### src/rtl/coh_pkg.sv
package coh_pkg;

  typedef enum logic [1:0] {
    ST_I = 2'd0,
    ST_S = 2'd1,
    ST_E = 2'd2,
    ST_M = 2'd3
  } line_st_t;

  typedef enum logic [1:0] {
    BC_RD  = 2'd0,
    BC_RDX = 2'd1,
    BC_INV = 2'd2,
    BC_WB  = 2'd3
  } bus_cmd_t;

endpackage

### src/rtl/coh_state_array.sv
module coh_state_array
  import coh_pkg::*;
#(
  parameter int SETS  = 16,
  parameter int TAG_W = 8,
  localparam int IDX_W = $clog2(SETS)
) (
  input  logic                  clk,
  input  logic                  rst_n,
  // read port a: processor lookup
  input  logic [IDX_W-1:0]      rd_a_idx,
  output logic [TAG_W-1:0]      rd_a_tag,
  output line_st_t              rd_a_st,
  // read port b: snoop lookup
  input  logic [IDX_W-1:0]      rd_b_idx,
  output logic [TAG_W-1:0]      rd_b_tag,
  output line_st_t              rd_b_st,
  // write port a: processor side, tag and state
  input  logic                  wr_a_en,
  input  logic [IDX_W-1:0]      wr_a_idx,
  input  logic [TAG_W-1:0]      wr_a_tag,
  input  line_st_t              wr_a_st,
  // write port b: snoop side, state only
  input  logic                  wr_b_en,
  input  logic [IDX_W-1:0]      wr_b_idx,
  input  line_st_t              wr_b_st,
  output logic [SETS-1:0][1:0]  st_all
);

  logic [TAG_W-1:0] tag_q [SETS];
  line_st_t         st_q  [SETS];

  for (genvar i = 0; i < SETS; i++) begin : g_set
    always_ff @(posedge clk or negedge rst_n) begin
      if (!rst_n) begin
        tag_q[i] <= '0;
        st_q[i]  <= ST_I;
      end else if (wr_a_en && wr_a_idx == IDX_W'(i)) begin
        tag_q[i] <= wr_a_tag;
        st_q[i]  <= wr_a_st;
      end else if (wr_b_en && wr_b_idx == IDX_W'(i)) begin
        st_q[i]  <= wr_b_st;
      end
    end
    assign st_all[i] = st_q[i];
  end

  assign rd_a_tag = tag_q[rd_a_idx];
  assign rd_a_st  = st_q[rd_a_idx];
  assign rd_b_tag = tag_q[rd_b_idx];
  assign rd_b_st  = st_q[rd_b_idx];

endmodule

### src/rtl/coh_snoop_unit.sv
module coh_snoop_unit
  import coh_pkg::*;
#(
  parameter int TAG_W = 8
) (
  input  logic             clk,
  input  logic             rst_n,
  input  logic             snoop_valid,
  input  bus_cmd_t         snoop_cmd,
  input  logic [TAG_W-1:0] snoop_tag,
  input  logic [TAG_W-1:0] lk_tag,
  input  line_st_t         lk_st,
  output logic             wr_en,
  output line_st_t         wr_st,
  output logic             shared_q,
  output logic             supply_q
);

  logic hit;

  assign hit   = snoop_valid && (snoop_cmd != BC_WB) &&
                 (lk_st != ST_I) && (lk_tag == snoop_tag);
  assign wr_st = (snoop_cmd == BC_RD) ? ST_S : ST_I;
  assign wr_en = hit && (lk_st != wr_st);

  always_ff @(posedge clk or negedge rst_n) begin
    if (!rst_n) begin
      shared_q <= 1'b0;
      supply_q <= 1'b0;
    end else begin
      shared_q <= hit;
      supply_q <= hit && (lk_st == ST_M);
    end
  end


  supply_with_shared_chk: assert property (@(posedge clk) disable iff (!rst_n)
    supply_q |-> shared_q);

endmodule

### src/rtl/coh_req_unit.sv
module coh_req_unit
  import coh_pkg::*;
#(
  parameter int IDX_W    = 4,
  parameter int TAG_W    = 8,
  parameter bit MSI_MODE = 1'b0
) (
  input  logic                   cpu_valid,
  input  logic                   cpu_write,
  input  logic [IDX_W-1:0]       cpu_idx,
  input  logic [TAG_W-1:0]       cpu_tag,
  input  logic [TAG_W-1:0]       lk_tag,
  input  line_st_t               lk_st,
  input  logic                   block,
  input  logic                   bus_grant,
  input  logic                   bus_shared,
  output logic                   cpu_ready,
  output logic                   bus_valid,
  output bus_cmd_t               bus_cmd,
  output logic [IDX_W+TAG_W-1:0] bus_addr,
  output logic                   wr_en,
  output logic [TAG_W-1:0]       wr_tag,
  output line_st_t               wr_st
);

  logic present;
  logic owned;

  assign present = (lk_st != ST_I) && (lk_tag == cpu_tag);
  assign owned   = (lk_st == ST_E) || (lk_st == ST_M);

  always_comb begin
    cpu_ready = 1'b0;
    bus_valid = 1'b0;
    bus_cmd   = BC_RD;
    bus_addr  = {cpu_tag, cpu_idx};
    wr_en     = 1'b0;
    wr_tag    = cpu_tag;
    wr_st     = ST_I;
    if (cpu_valid && !block) begin
      if (present && !cpu_write) begin
        cpu_ready = 1'b1;
      end else if (present && owned) begin
        cpu_ready = 1'b1;
        wr_en     = (lk_st == ST_E);
        wr_st     = ST_M;
      end else begin
        bus_valid = 1'b1;
        if (present) begin
          bus_cmd = BC_INV;
        end else if (lk_st == ST_M) begin
          bus_cmd  = BC_WB;
          bus_addr = {lk_tag, cpu_idx};
        end else begin
          bus_cmd = cpu_write ? BC_RDX : BC_RD;
        end
        if (bus_grant) begin
          wr_en = 1'b1;
          unique case (bus_cmd)
            BC_WB: begin
              wr_tag = lk_tag;
              wr_st  = ST_I;
            end
            BC_RD: begin
              cpu_ready = 1'b1;
              wr_st     = (MSI_MODE || bus_shared) ? ST_S : ST_E;
            end
            default: begin
              cpu_ready = 1'b1;
              wr_st     = ST_M;
            end
          endcase
        end
      end
    end
  end

endmodule

### src/rtl/coh_snoop_ctrl.sv
module coh_snoop_ctrl
  import coh_pkg::*;
#(
  parameter int ADDR_W   = 12,
  parameter int SETS     = 16,
  parameter bit MSI_MODE = 1'b0,
  localparam int IDX_W   = $clog2(SETS),
  localparam int TAG_W   = ADDR_W - IDX_W
) (
  input  logic              clk,
  input  logic              rst_n,
  input  logic              cpu_req_valid,
  input  logic              cpu_req_write,
  input  logic [ADDR_W-1:0] cpu_req_addr,
  output logic              cpu_req_ready,
  output logic              bus_req_valid,
  output logic [1:0]        bus_req_cmd,
  output logic [ADDR_W-1:0] bus_req_addr,
  input  logic              bus_grant,
  input  logic              bus_shared_in,
  input  logic              snoop_valid,
  input  logic [1:0]        snoop_cmd,
  input  logic [ADDR_W-1:0] snoop_addr,
  output logic              snoop_shared_out,
  output logic              snoop_supply_out
);

  logic [IDX_W-1:0] cpu_idx, snp_idx;
  logic [TAG_W-1:0] cpu_tag, snp_tag;
  logic [TAG_W-1:0] lk_a_tag, lk_b_tag, req_wr_tag;
  line_st_t         lk_a_st, lk_b_st, req_wr_st, snp_wr_st;
  logic             req_wr_en, snp_wr_en, snoop_conflict;
  bus_cmd_t         req_cmd;
  logic [SETS-1:0][1:0] st_all;

  assign cpu_idx = cpu_req_addr[IDX_W-1:0];
  assign cpu_tag = cpu_req_addr[ADDR_W-1:IDX_W];
  assign snp_idx = snoop_addr[IDX_W-1:0];
  assign snp_tag = snoop_addr[ADDR_W-1:IDX_W];

  // a snoop to the set being requested is applied before the request
  assign snoop_conflict = snoop_valid && (snp_idx == cpu_idx);

  coh_state_array #(.SETS(SETS), .TAG_W(TAG_W)) u_array (
    .clk      (clk),
    .rst_n    (rst_n),
    .rd_a_idx (cpu_idx),
    .rd_a_tag (lk_a_tag),
    .rd_a_st  (lk_a_st),
    .rd_b_idx (snp_idx),
    .rd_b_tag (lk_b_tag),
    .rd_b_st  (lk_b_st),
    .wr_a_en  (req_wr_en),
    .wr_a_idx (cpu_idx),
    .wr_a_tag (req_wr_tag),
    .wr_a_st  (req_wr_st),
    .wr_b_en  (snp_wr_en),
    .wr_b_idx (snp_idx),
    .wr_b_st  (snp_wr_st),
    .st_all   (st_all)
  );

  coh_req_unit #(.IDX_W(IDX_W), .TAG_W(TAG_W), .MSI_MODE(MSI_MODE)) u_req (
    .cpu_valid  (cpu_req_valid),
    .cpu_write  (cpu_req_write),
    .cpu_idx    (cpu_idx),
    .cpu_tag    (cpu_tag),
    .lk_tag     (lk_a_tag),
    .lk_st      (lk_a_st),
    .block      (snoop_conflict),
    .bus_grant  (bus_grant),
    .bus_shared (bus_shared_in),
    .cpu_ready  (cpu_req_ready),
    .bus_valid  (bus_req_valid),
    .bus_cmd    (req_cmd),
    .bus_addr   (bus_req_addr),
    .wr_en      (req_wr_en),
    .wr_tag     (req_wr_tag),
    .wr_st      (req_wr_st)
  );

  coh_snoop_unit #(.TAG_W(TAG_W)) u_snoop (
    .clk         (clk),
    .rst_n       (rst_n),
    .snoop_valid (snoop_valid),
    .snoop_cmd   (bus_cmd_t'(snoop_cmd)),
    .snoop_tag   (snp_tag),
    .lk_tag      (lk_b_tag),
    .lk_st       (lk_b_st),
    .wr_en       (snp_wr_en),
    .wr_st       (snp_wr_st),
    .shared_q    (snoop_shared_out),
    .supply_q    (snoop_supply_out)
  );

  assign bus_req_cmd = req_cmd;


  bus_req_needs_cpu_chk: assert property (@(posedge clk) disable iff (!rst_n)
    bus_req_valid |-> cpu_req_valid);


  snoop_first_chk: assert property (@(posedge clk) disable iff (!rst_n)
    snoop_conflict |-> (!bus_req_valid && !cpu_req_ready));


  write_leaves_modified_chk: assert property (@(posedge clk) disable iff (!rst_n)
    (cpu_req_valid && cpu_req_ready && cpu_req_write)
      |=> (st_all[$past(cpu_idx)] == 2'(ST_M)));


  msi_no_exclusive_chk: assert property (@(posedge clk) disable iff (!rst_n)
    MSI_MODE |-> (st_all[cpu_idx] != 2'(ST_E) && st_all[snp_idx] != 2'(ST_E)));

endmodule

### config.mk
export PLATFORM = sky130hd
export DESIGN_NAME = coh_snoop_ctrl
export DESIGN_NICKNAME = d
export VERILOG_FILES = /design/src/rtl/coh_pkg.sv /design/src/rtl/coh_state_array.sv /design/src/rtl/coh_snoop_unit.sv /design/src/rtl/coh_req_unit.sv /design/src/rtl/coh_snoop_ctrl.sv
export SDC_FILE = /design/constraint.sdc
export NUM_CORES = 1
export LEC_CHECK = 0
export BUFFER_PORTS_ARGS = -buffer_cell sky130_fd_sc_hd__buf_2
export CAP_MARGIN = 20
export CORE_ASPECT_RATIO = 1.4
export CORE_MARGIN = 5
export CORE_UTILIZATION = 60
export DETAILED_ROUTE_END_ITERATION = 8
export PLACE_DENSITY = 0.87
export SYNTH_ARGS = -nofsm -noshare
export SYNTH_HDL_FRONTEND = slang
export SYNTH_HIERARCHICAL = 1
export SYNTH_SLANG_ARGS = --single-unit
export TNS_END_PERCENT = 30
### constraint.sdc
create_clock -name clk -period 4.7 [get_ports clk]
set_clock_uncertainty 0.1 [all_clocks]
set_input_delay 0 -clock clk [delete_from_list [all_inputs] [get_ports clk]]
set_output_delay 0 -clock clk [all_outputs]
set_load 0.03 [all_outputs]
==> results.tsv, run 1 <==
metric	value	unit
run_status	finished, violations left	
violations_in_the_final_reports	DRC	
most_frequent_cells_after_synthesis	sky130_fd_sc_hd__dfrtp_1, sky130_fd_sc_hd__mux2_2, sky130_fd_sc_hd__mux4_2	
grt_first_pass_wirelength	45300	um
totalWireLength	29500	um
cts.repair_timing.setup_buffer_count	0	
crit_path_max_fanout	39	
crit_slowest_cell	sky130_fd_sc_hd__or4_1	
power.switching	1.41	mW
synth-seq-cells	162	
synthXorXnorAreaFrac	1.61	%
power_density	414	nW/um^2
ctsRootBufferMaster	sky130_fd_sc_hd__clkbuf_16	
synth_fp_nets	809	
grt_use_total	30.8	%
clkLatencyLatePin	0.43	ns
vertical_extent_of_the_die	161	um
dr.first_iter.drc_count	1255	
floorplan.initialDensity	60.8	%
synth_enable_flop_cells	0	
regToRegSetupSlack	0.41	ns
post_synth_fa_ha_maj_area_fraction	0	%
crit_type	in2reg	
worst_path_largest_cell_delay	0.58	ns
clkSlewWorstSetupHoldPaths	0.07	ns
synth_top_family_by_area	multiplexers	
clkSinkCount	162	
die_x	118	um
max_cap_viol_count	0	
preCtsSetupSlack	0.255	ns
yosysTopAreaCellShare	41.4	%
worstSetupEndpointType	flip-flop	
setup-violations-final	0	
postSynthCellCount	776	
power.clock.fraction	31.5	%
clock_path_buffers	2	
synth_async_sr_flop_share	100	%
synth_seq_area_share	41.4	%
drtAntennaViolNets	0	
core_region_area	16100	um^2
synth-warning-count	6	
ctsHtreeMaxLevel	4	
timing.critical_path.required	4.90	ns
worstPathBufferInverterCount	3	
antennaDiodeCount	0	
detailedRoute.firstPassIterationCount	9	
antenna_found_initial	0	
grt-ovfl-total	0	
arrival	4.76	ns
final_max_slew_viol_count	0	
synth-main-ff-cell	sky130_fd_sc_hd__dfrtp_1	
crit_path_cell_trace	dlygate4sd3_1, buf_4, buf_12, mux4_2, a22oi_1, nand2_1, xnor2_1, nand4_2, or4_1, a21oi_2, nand3_1, nor2_4, mux2_2	
totalNegativeSetupSlack	0	ns
gp_congestion	0.997	
rows	55	
timing_worst_slew_pin_value	1.12	ns
dieArea	19000	um^2
max_freq	0.219	GHz
synth.area.top_cells	sky130_fd_sc_hd__dfrtp_1, sky130_fd_sc_hd__mux4_2, sky130_fd_sc_hd__mux2_2, sky130_fd_sc_hd__a22oi_1, sky130_fd_sc_hd__a31oi_1	
drt_drc_violations_left	1	
vdd_ir_drop_max	0.244	mV
synth_compound_gate_area_share	8.48	%
final.setup.worst_slack	0.141	ns
fraction_of_layout_cells_with_a_size_suffix_above_1	43.3	%
place_area	10200	um^2
worst_path_dominant_cell_family	simple AND/OR/NAND/NOR gates	
synth.area.mux_share	35.0	%
synth_area_leader_cell	sky130_fd_sc_hd__dfrtp_1	
worstSetupStartpointType	primary input	
nets	846	
hpwl_dp	18100	um
wl_per_cell	28.8	um
ioPinCount	51	
static-leakage-power	4.50	nW
holdCritPathClass	in2reg	
vias	7852	
first_global_vias	8043	
rel_slew_slack	25.1	%
internal_power	3.12	mW
grt_max_degree	116	
placement.io_buffers	50	
comb_power_share	25.6	%
final.min_clock_period	4.56	ns
yosysMostFrequentCell	sky130_fd_sc_hd__dfrtp_1	
layout-area-overhead-vs-synth	11.8	%
routed_via_density	7.66	
power_switching_share	31.1	%
tritoncts.num_buffers	17	
hold_viol	0	
design_area	10900	um^2
simple_gate_area_share_of_the_yosys_netlist	10.0	%
unrepaired_setup_endpoints_after_global_routing	true	
timing.final.crit_share	97.0	%
tritoncts	built	
syn-cell-area	9790	um^2
syn_avg_cell_area	12.6	um^2
pwr-share-seq	42.9	%
distinct_cell_type_count_after_synthesis	51	
-- power by group through the flow --
stage          sequential (mW)  combinational [mW]  clock [mW]
6_report                  1.95                1.16        1.43
4_1_cts                   1.92                1.13        1.44
3_5_place_dp              1.94                1.09           0
5_1_grt                   1.97                1.22        1.50
3_3_place_gp              1.91                1.06           0
2_1_floorplan             1.85               0.854           0
-- routing by layer --
metal	up-vias	track usage (%)	wire length (um)
li1	3084	-	-
met4	0	19.9	2450
met1	3818	37.8	9700
met3	214	7.57	3420
met2	736	48.7	13900
met5	-	0	0
-- worst min-delay path, cell delays in order --
cell	delay, ns
sky130_fd_sc_hd__buf_2	0.23
sky130_fd_sc_hd__nor3b_2	0.15
sky130_fd_sc_hd__nand3_1	0.10
sky130_fd_sc_hd__a31oi_1	0.09
-- placed cells by master (no fill, tap or decap), types with 3 or more instances in the layout --
cell,netlist,routed
sky130_fd_sc_hd__mux2_2,144,144
sky130_fd_sc_hd__buf_12,0,3
sky130_fd_sc_hd__nor2_1,7,7
sky130_fd_sc_hd__o21ai_0,33,33
sky130_fd_sc_hd__clkbuf_16,0,17
sky130_fd_sc_hd__a22oi_1,40,40
sky130_fd_sc_hd__nand3b_1,4,4
sky130_fd_sc_hd__nor3b_2,3,3
sky130_fd_sc_hd__dlygate4sd3_1,0,11
sky130_fd_sc_hd__buf_2,10,48
sky130_fd_sc_hd__xnor2_1,17,17
sky130_fd_sc_hd__dfrtp_1,162,162
sky130_fd_sc_hd__mux4_2,80,80
sky130_fd_sc_hd__and2_1,3,3
sky130_fd_sc_hd__a21oi_1,7,6
sky130_fd_sc_hd__nor2_4,5,8
sky130_fd_sc_hd__inv_6,0,6
sky130_fd_sc_hd__a31oi_1,32,32
sky130_fd_sc_hd__inv_1,6,6
sky130_fd_sc_hd__buf_4,13,20
sky130_fd_sc_hd__nor3_1,34,34
sky130_fd_sc_hd__nor2b_1,9,9
sky130_fd_sc_hd__and3b_1,4,4
sky130_fd_sc_hd__nand3_1,38,38
sky130_fd_sc_hd__nand4_1,3,3
sky130_fd_sc_hd__nand2b_1,7,7
sky130_fd_sc_hd__nand2_1,33,33
sky130_fd_sc_hd__nand2_2,6,6
-- timing repair --
action                                  in CTS  in global routing
endpoints found under the hold margin      133                 15
resized for setup                            0                  5
hold buffers                                10                  1
endpoints found under the setup margin       0                105
-- path summary, 6_finish.rpt --
check | start | end | cells after the start
min in group asynchronous | rst_n | u_array/tag_q[110]$_DFFE_PN0P_ | 3
max in group asynchronous | rst_n | u_array/tag_q[61]$_DFFE_PN0P_ | 5
max | cpu_req_addr[0] | u_array/tag_q[16]$_DFFE_PN0P_ | 13
min | snoop_addr[2] | u_array/st_all[0]$_DFFE_PN0P_ | 4
max reg2reg | u_array/tag_q[99]$_DFFE_PN0P_ | u_array/tag_q[16]$_DFFE_PN0P_ | 10
min reg2reg | u_array/tag_q[68]$_DFFE_PN0P_ | u_array/tag_q[68]$_DFFE_PN0P_ | 1
-- registers in the layout, summed over array words and instances (netlist names) --
register / count
u_array/tag_q: 128
u_snoop/supply_q: 1
u_snoop/shared_q: 1
u_array/st_all: 32
-- cells by family after synthesis --
group	Yosys count
compound gates	126
mux	224
other cells	1
xor+xnor	18
flops	162
simple gates	173
buf+inv	72
-- layout make-up --
cell class | instances | area (um^2)
clock buffer | 18 | 439
timing repair buffer | 84 | 599
clock inverter | 14 | 164
inverter | 6 | 22.5
sequential | 162 | 4050
tap | 199 | 249
fill | 1086 | 5160
multi-input combinational | 542 | 5420
-- stage by stage --
stage / power [mW] / cells / hold WS (ns) / util [%]
6_report: 4.53 / 1025 / 0.0917 / 68.0
3_5_place_dp: 3.03 / 981 / 0.139 / 63.2
4_1_cts: 4.49 / 1023 / 0.0527 / 67.6
3_3_place_gp: 2.96 / 981 / 0.134 / 63.2
5_1_grt: 4.69 / 1025 / 0.105 / 68.0
2_1_floorplan: 2.70 / 776 / -0.396 / -
Power figures use the tool's default switching activity.
==> inputs of run 2 (changes only) <==
- SYNTH_HIERARCHICAL: 1 -> unset
==> results.tsv, run 2 <==
metric	value	unit	change
detailedRoute.firstPassIterationCount	9		unchanged
crit_path_cell_trace	mux4_2, a22o_1, a221oi_1, nand2_1, o221a_2, nand4_2, a2bb2oi_4, o22a_1, buf_4, mux2i_1		
tritoncts	built		
rows	58		+5.5%
most_frequent_cells_after_synthesis	sky130_fd_sc_hd__dfrtp_1, sky130_fd_sc_hd__mux2i_1, sky130_fd_sc_hd__mux2_4		
totalNegativeSetupSlack	0	ns	unchanged
timing_worst_slew_pin_value	1.24	ns	+0.114 ns
static-leakage-power	5.56	nW	+24%
nets	944		+12%
distinct_cell_type_count_after_synthesis	56		+9.8%
worst_setup_path_startpoint	u_array.st_all[14]$_DFFE_PN0P_		
grt-ovfl-total	0		unchanged
simple_gate_area_share_of_the_yosys_netlist	7.81	%	-2.2 points
max_freq	0.255	GHz	+16%
layout-area-overhead-vs-synth	8.75	%	
cp_num_cells	10		-3
grt_first_pass_wirelength	49500	um	+9.2%
grt_use_total	31.7	%	+0.96 points
power.switching	1.44	mW	+1.7%
synth-warning-count	0		-6
layout.cells.most_common	sky130_fd_sc_hd__dfrtp_1		
regToRegSetupSlack	0.78	ns	+0.37 ns
worst_path_dominant_cell_family	compound AO/OA/AOI/OAI gates		
synth.area.top_cells	sky130_fd_sc_hd__dfrtp_1, sky130_fd_sc_hd__mux2_4, sky130_fd_sc_hd__mux2i_1, sky130_fd_sc_hd__mux4_2, sky130_fd_sc_hd__mux2_2		
synthXorXnorAreaFrac	1.13	%	-0.48 points
gp_congestion	1.01		+1.8%
antennaDiodeCount	0		unchanged
totalWireLength	32300	um	+9.5%
clkLatencyLatePin	0.44	ns	about the same
fraction_of_layout_cells_with_a_size_suffix_above_1	35.4	%	-8.0 points
worstSetupStartpointType	flip-flop		
worst_path_largest_cell_delay	0.76	ns	+0.18 ns
synth-seq-cells	162		unchanged
clock_path_buffers	2		unchanged
wl_per_cell	27.7	um	-3.6%
synth.area.mux_share	39.1	%	+4.1 points
dr.first_iter.drc_count	1175		-6.4%
clkSlewWorstSetupHoldPaths	0.07	ns	about the same
vdd_ir_drop_max	0.312	mV	+28%
drtAntennaViolNets	0		unchanged
ctsHtreeMaxLevel	4		unchanged
clkSinkCount	162		unchanged
layout_common_cells	sky130_fd_sc_hd__dfrtp_1, sky130_fd_sc_hd__mux2i_1, sky130_fd_sc_hd__mux2_4		
first_global_vias	8560		+6.4%
power_switching_share	30.4	%	-0.72 points
tritoncts.num_buffers	17		unchanged
ioPinCount	51		unchanged
die_x	124	um	+5.0%
vertical_extent_of_the_die	169	um	+5.1%
synth_top_family_by_area	multiplexers		
ctsRootBufferMaster	sky130_fd_sc_hd__clkbuf_16		
core_region_area	17900	um^2	+11%
crit_slowest_cell	sky130_fd_sc_hd__o22a_1		
hpwl_dp	20800	um	+15%
crit-reg2reg-capture	u_array.st_all[18]$_DFFE_PN0P_		
run_status	finished, violations left		
antenna_found_initial	0		unchanged
regMostFlops	u_array.tag_q		
power_density	399	nW/um^2	-3.7%
synth_seq_area_share	37.3	%	-4.2 points
internal_power	3.28	mW	+5.2%
holdWs	-0.0183	ns	-0.110 ns
synth-main-ff-cell	sky130_fd_sc_hd__dfrtp_1		
yosysTopAreaCellShare	37.3	%	-4.2 points
floorplan.initialDensity	60.7	%	-0.091 points
unrepaired_setup_endpoints_after_global_routing	false		
postSynthCellCount	882		+14%
flip_flop_count_of_the_largest_register_all_copies_and_words_added	128		unchanged
worstPathBufferInverterCount	1		-2
synth_fp_nets	915		+13%
worstSetupEndpointType	flip-flop		
crit_path_max_fanout	16		-59%
arrival	4.16	ns	-0.60 ns
timing.final.crit_share	83.4	%	-14 points
placement.io_buffers	50		unchanged
power.clock.fraction	30.9	%	-0.6 points
cts-resized-gates	0		unchanged
max_cap_viol_count	0		unchanged
comb_power_share	26.8	%	+1.2 points
launch_point_of_the_worst_reg_to_reg_path	u_array.st_all[14]$_DFFE_PN0P_		
hold_viol	12		+12
grt_max_degree	59		-49%
synth_enable_flop_cells	0		unchanged
vias	8372		+6.6%
post_synth_fa_ha_maj_area_fraction	0	%	unchanged
holdCritPathClass	in2async		
routed_via_density	7.19		-6.1%
drt_drc_violations_left	1		unchanged
report.power.total	4.72	mW	+4.1%
synth_compound_gate_area_share	8.81	%	+0.33 points
crit_type	reg2reg		
destination_of_the_critical_timing_path	u_array.st_all[18]$_DFFE_PN0P_		
timing.critical_path.required	4.94	ns	+0.04 ns
violations_in_the_final_reports	DRC, hold timing		
finalCoreUtilization	66.0	%	-2.0 points
dieArea	21000	um^2	+10%
syn_avg_cell_area	12.3	um^2	-2.2%
pwr-share-seq	42.3	%	-0.6 points
syn-cell-area	10900	um^2	+11%
final_max_slew_viol_count	0		unchanged
synth_async_sr_flop_share	100	%	unchanged
final.min_clock_period	3.92	ns	-0.639 ns
synth_area_leader_cell	sky130_fd_sc_hd__dfrtp_1		
setup-violations-final	0		unchanged
yosysMostFrequentCell	sky130_fd_sc_hd__dfrtp_1		
num-fill-cells	1242		+14%
worst-r2r-cell-count	10		unchanged
rel_slew_slack	17.4	%	-7.7 points
==> run 2: cell types whose count changed after synthesis, sizes merged, moves of 10 or more <==
cell	change
a22o	+12
mux4	-35
a221oi	+10
mux2i	+124
o22a	+16
a22oi	-16
a31oi	-31
buf	+31
clkbuf	-13
nand3	-12
nor3	-11
==> run 2: worst reg2reg max path: cells and delay by family (launching register included) <==
family	cells	cell delay, ns
AOI/OAI and AO/OA	5	2.00
buffers and inverters	1	0.25
DFF	1	0.42
muxes	2	0.68
and+or+nand+nor	2	0.37
==> run 2: final cells by class <==
type / count / area (um^2) / area share, %
multi-input combinational: 626 / 6180 / 52.3
clock buffer: 21 / 460 / 3.89
inverter: 10 / 37.5 / 0.317
timing repair buffer: 94 / 644 / 5.45
clock inverter: 11 / 153 / 1.29
sequential: 162 / 4050 / 34.3
tap: 240 / 300 / 2.54
==> run 2: power by group through the flow <==
stage                     Clock (mW)  Sequential [mW]  Combinational (mW)
after global routing            1.52             2.02                1.33
final                           1.46             1.99                1.26
after floorplan                    0             1.89               0.984
after detailed placement           0             1.98                1.23
after global placement             0             1.96                1.18
after CTS                       1.46             1.97                1.25
==> run 2: worst min-delay path by stage <==
stage / depth (start not counted) / slack (ns) / end / from
2_1_floorplan: 0 / -0.40 / u_array.st_all[0]$_DFFE_PN0P_ / rst_n
3_3_place_gp: 1 / -0.10 / u_snoop.shared_q$_DFF_PN0_ / rst_n
3_5_place_dp: 1 / -0.09 / u_snoop.shared_q$_DFF_PN0_ / rst_n
4_1_cts: 2 / 0.003 / u_snoop.shared_q$_DFF_PN0_ / rst_n
5_1_grt: 2 / 0.06 / u_snoop.shared_q$_DFF_PN0_ / rst_n
6_report: 2 / -0.02 / u_snoop.shared_q$_DFF_PN0_ / rst_n
==> run 2: metal layers <==
| layer | part of all wire (%) | vias to the layer above | global-route usage (%) |
|---|---|---|---|
| met4 | 8.1 | 0 | 22.0 |
| li1 | - | 3387 | - |
| met1 | 35 | 4132 | 38.0 |
| met5 | 0 | - | 0 |
| met3 | 9.9 | 208 | 8.37 |
| met2 | 47 | 645 | 49.5 |
==> run 2: through the flow <==
stage	cells	worst slack, ns	cell area (um^2)
after global placement	1131	0.727	11200
after global routing	1164	0.525	11800
after CTS	1164	0.901	11800
after floorplan	882	1.59	10900
after detailed placement	1131	0.649	11200
final	1164	0.779	11800
==> run 2: kinds of logic (layout without fill, tap and decap cells) <==
kind of cell / count (synthesis) / after routing
compound gates: 127 / 127
xor+xnor: 14 / 14
buf+inv: 94 / 136
flops: 162 / 162
mux: 317 / 317
simple gates: 168 / 168
==> run 2: timing repair <==
action | 4_1_cts | 5_1_grt
hold buffers | 1 | 0
buffers inserted | 0 | 0
endpoints found under the hold margin | 56 | 0
==> inputs of run 3 (changes only) <==
- ABC_AREA: unset -> 1
- clock period: 4.7 -> 4 ns (I/O delays scaled with it)
==> results.tsv, run 3 <==
metric	value	unit	change
run_status	completed		
regMostFlops	u_array.tag_q		
synth_enable_flop_cells	0		unchanged
flip_flop_count_of_the_largest_register_all_copies_and_words_added	128		unchanged
postSynthCellCount	1708		+94%
gp_congestion	0.962		-5.2%
synth_seq_area_share	38.0	%	+0.70 points
final.min_clock_period	3.51	ns	-0.409 ns
clkLatencyLatePin	0.44	ns	about the same
worstPathBufferInverterCount	1		unchanged
yosysMostFrequentCell	sky130_fd_sc_hd__nand2_1		
ctsRootBufferMaster	sky130_fd_sc_hd__clkbuf_16		
drtAntennaViolNets	0		unchanged
crit_slowest_cell	sky130_fd_sc_hd__nand3_1		
tritoncts	built		
ioPinCount	51		unchanged
max_freq	0.285	GHz	+12%
clkSlewWorstSetupHoldPaths	0.06	ns	about the same
antenna_found_initial	0		unchanged
hold_viol	0		-12
crit_path_max_fanout	16		unchanged
clkSinkCount	162		unchanged
max_cap_viol_count	0		unchanged
power_density	443	nW/um^2	+11%
die_x	123	um	-0.86%
syn_avg_cell_area	6.25	um^2	-49%
synth_async_sr_flop_share	100	%	unchanged
worst_path_largest_cell_delay	0.66	ns	-0.10 ns
static-leakage-power	6.20	nW	+12%
timing.critical_path.required	4.22	ns	-0.72 ns
clock_path_buffers	2		unchanged
holdCritPathClass	in2reg		
setup-violations-final	0		unchanged
totalWireLength	35500	um	+9.9%
synth-main-ff-cell	sky130_fd_sc_hd__dfrtp_1		
rows	57		-1.7%
unrepaired_setup_endpoints_after_global_routing	false		
worst_path_dominant_cell_family	simple AND/OR/NAND/NOR gates		
vdd_ir_drop_max	0.305	mV	-2.3%
tritoncts.num_buffers	17		unchanged
layout.cells.most_common	sky130_fd_sc_hd__nand2_1		
synth_area_leader_cell	sky130_fd_sc_hd__dfrtp_1		
dieArea	20600	um^2	-1.7%
grt_first_pass_wirelength	56800	um	+15%
crit_type	reg2reg		
critical-path-top-cell-by-count	sky130_fd_sc_hd__nand2_1		
vertical_extent_of_the_die	168	um	-0.87%
synth-seq-cells	162		unchanged
timing_worst_slew_pin_value	0.946	ns	-0.291 ns
arrival	3.73	ns	-0.43 ns
syn-cell-area	10700	um^2	-1.9%
nets	1762		+87%
wl_per_cell	17.9	um	-35%
layout_common_cells	sky130_fd_sc_hd__nand2_1, sky130_fd_sc_hd__o21ai_0, sky130_fd_sc_hd__dfrtp_1		
core_region_area	17400	um^2	-2.9%
synth.area.top_cells	sky130_fd_sc_hd__dfrtp_1, sky130_fd_sc_hd__nand2_1, sky130_fd_sc_hd__o21ai_0, sky130_fd_sc_hd__inv_1, sky130_fd_sc_hd__nor2_1		
floorplan.initialDensity	61.4	%	+0.67 points
placement.io_buffers	50		unchanged
routed_via_density	5.94		-17%
worstSetupEndpointType	flip-flop		
preCtsSetupSlack	0.375	ns	-0.274 ns
antennaDiodeCount	0		unchanged
ctsHtreeMaxLevel	4		unchanged
cts.repair_timing.setup_buffer_count	0		unchanged
final.setup.worst_slack	0.488	ns	-0.291 ns
post_cts_hold_buffer_count	1		unchanged
final_max_slew_viol_count	0		unchanged
cts-resized-gates	0		unchanged
yosysTopAreaCellShare	38.0	%	+0.70 points
grt-ovfl-total	0		unchanged
crit_path_cell_trace	nand2_1, nand2_1, nand2_1, nand2_1, nand2_1, nand2_1, nor2_1, nand2_1, nand2_1, inv_1, nand2_1, nor2_1, nand3_1, nor2_1, nor2_2, nand3_1, nand3_1, nand2_1		
hpwl_dp	24500	um	+18%
grt_use_total	35.3	%	+3.6 points
detailedRoute.firstPassIterationCount	6		-3
worstSetupStartpointType	flip-flop		
fraction_of_layout_cells_with_a_size_suffix_above_1	8.96	%	-26 points
synth-warning-count	0		unchanged
timing.final.crit_share	87.8	%	+4.4 points
vias	11700		+40%
synth_fp_nets	1741		+90%
grt_max_degree	98		+66%
layout-area-overhead-vs-synth	9.56	%	
first_global_vias	11200		+31%
most_frequent_cells_after_synthesis	sky130_fd_sc_hd__nand2_1, sky130_fd_sc_hd__o21ai_0, sky130_fd_sc_hd__dfrtp_1		
dr.first_iter.drc_count	1534		+31%
totalNegativeSetupSlack	0	ns	unchanged
drt_drc_violations_left	0		-1
rel_slew_slack	36.7	%	+19 points
distinct_cell_type_count_after_synthesis	33		-41%
-- run 3: cell count changes after synthesis, moves of 43 or more --
cell,change
sky130_fd_sc_hd__nand2_1,+819
sky130_fd_sc_hd__o21ai_0,+158
sky130_fd_sc_hd__mux2i_1,-124
sky130_fd_sc_hd__inv_1,+115
sky130_fd_sc_hd__mux2_4,-88
sky130_fd_sc_hd__mux2_2,-60
sky130_fd_sc_hd__nor2_1,+59
sky130_fd_sc_hd__mux4_2,-45
sky130_fd_sc_hd__o21ai_1,+43
-- run 3: cell type report --
type	instances	area (um^2)
fillers	1543	5700
well taps	236	295
clock buffers	20	457
multi-input cells	1325	5660
repair buffers	92	587
flip-flops and latches	162	4050
inverters	131	492
clock inverters	11	151
-- run 3: kinds of logic (layout without fill, tap and decap cells) --
kind of cell,count (synthesis),after routing,synth area share (%)
AO/OA/AOI/OAI,271,271,13.4
XOR/XNOR,3,3,0.246
buffers and inverters,221,254,9.14
flip-flops,162,162,38.0
AND/OR/NAND/NOR,1051,1051,39.3
-- run 3: worst reg2reg max path, cell delays in order (launching register included) --
cell and delay (ns):
sky130_fd_sc_hd__dfrtp_1 0.40, sky130_fd_sc_hd__nand2_1 0.08, sky130_fd_sc_hd__nand2_1 0.07, sky130_fd_sc_hd__nand2_1 0.06
sky130_fd_sc_hd__nand2_1 0.06, sky130_fd_sc_hd__nand2_1 0.05, sky130_fd_sc_hd__nand2_1 0.10, sky130_fd_sc_hd__nor2_1 0.25
sky130_fd_sc_hd__nand2_1 0.15, sky130_fd_sc_hd__nand2_1 0.10, sky130_fd_sc_hd__inv_1 0.04, sky130_fd_sc_hd__nand2_1 0.06
sky130_fd_sc_hd__nor2_1 0.04, sky130_fd_sc_hd__nand3_1 0.18, sky130_fd_sc_hd__nor2_1 0.10, sky130_fd_sc_hd__nor2_2 0.53
sky130_fd_sc_hd__nand3_1 0.66, sky130_fd_sc_hd__nand3_1 0.28, sky130_fd_sc_hd__nand2_1 0.09
-- run 3: stage by stage --
step | util [%] | instance area (um^2) | hold slack (ns) | total power, mW | instances
5_1_grt | 67.2 | 11700 | 0.0292 | 5.46 | 1977
6_report | 67.2 | 11700 | 0.00905 | 5.18 | 1977
3_3_place_gp | 63.7 | 11100 | 0.0509 | 3.39 | 1945
3_5_place_dp | 63.7 | 11100 | 0.0557 | 3.44 | 1945
4_1_cts | 67.2 | 11700 | 0.00773 | 5.15 | 1977
2_1_floorplan | - | 10700 | -0.396 | 3.05 | 1708
-- run 3: report_power, final --
part / internal [mW] / switching [mW]
logic: 0.409 / 0.843
clock network: 1.02 / 0.694
registers: 1.99 / 0.232
total: 3.41 / 1.77
-- run 3: final timing paths --
kind,depth (start not counted),startpoint,end,slack [ns]
max,18,u_array.st_all[31]$_DFFE_PN0P_,u_array.st_all[10]$_DFFE_PN0P_,0.49
min in group asynchronous,2,rst_n,u_array.tag_q[36]$_DFFE_PN0P_,0.12
max reg2reg,18,u_array.st_all[31]$_DFFE_PN0P_,u_array.st_all[10]$_DFFE_PN0P_,0.49
min reg2reg,2,u_array.tag_q[116]$_DFFE_PN0P_,u_array.tag_q[116]$_DFFE_PN0P_,0.41
min,4,snoop_addr[4],u_snoop.supply_q$_DFF_PN0_,0.009
max in group asynchronous,3,rst_n,u_array.tag_q[105]$_DFFE_PN0P_,2.63
-- run 3: layer usage --
metal,GRT usage [%],part of all wire [%],vias to the layer above,routed length [um]
li1,-,-,5380,-
met1,43.9,35,5260,12400
met2,54.6,46,887,16100
met3,7.58,12,207,4270
met4,24.2,7.4,0,2610
met5,0,0,-,0
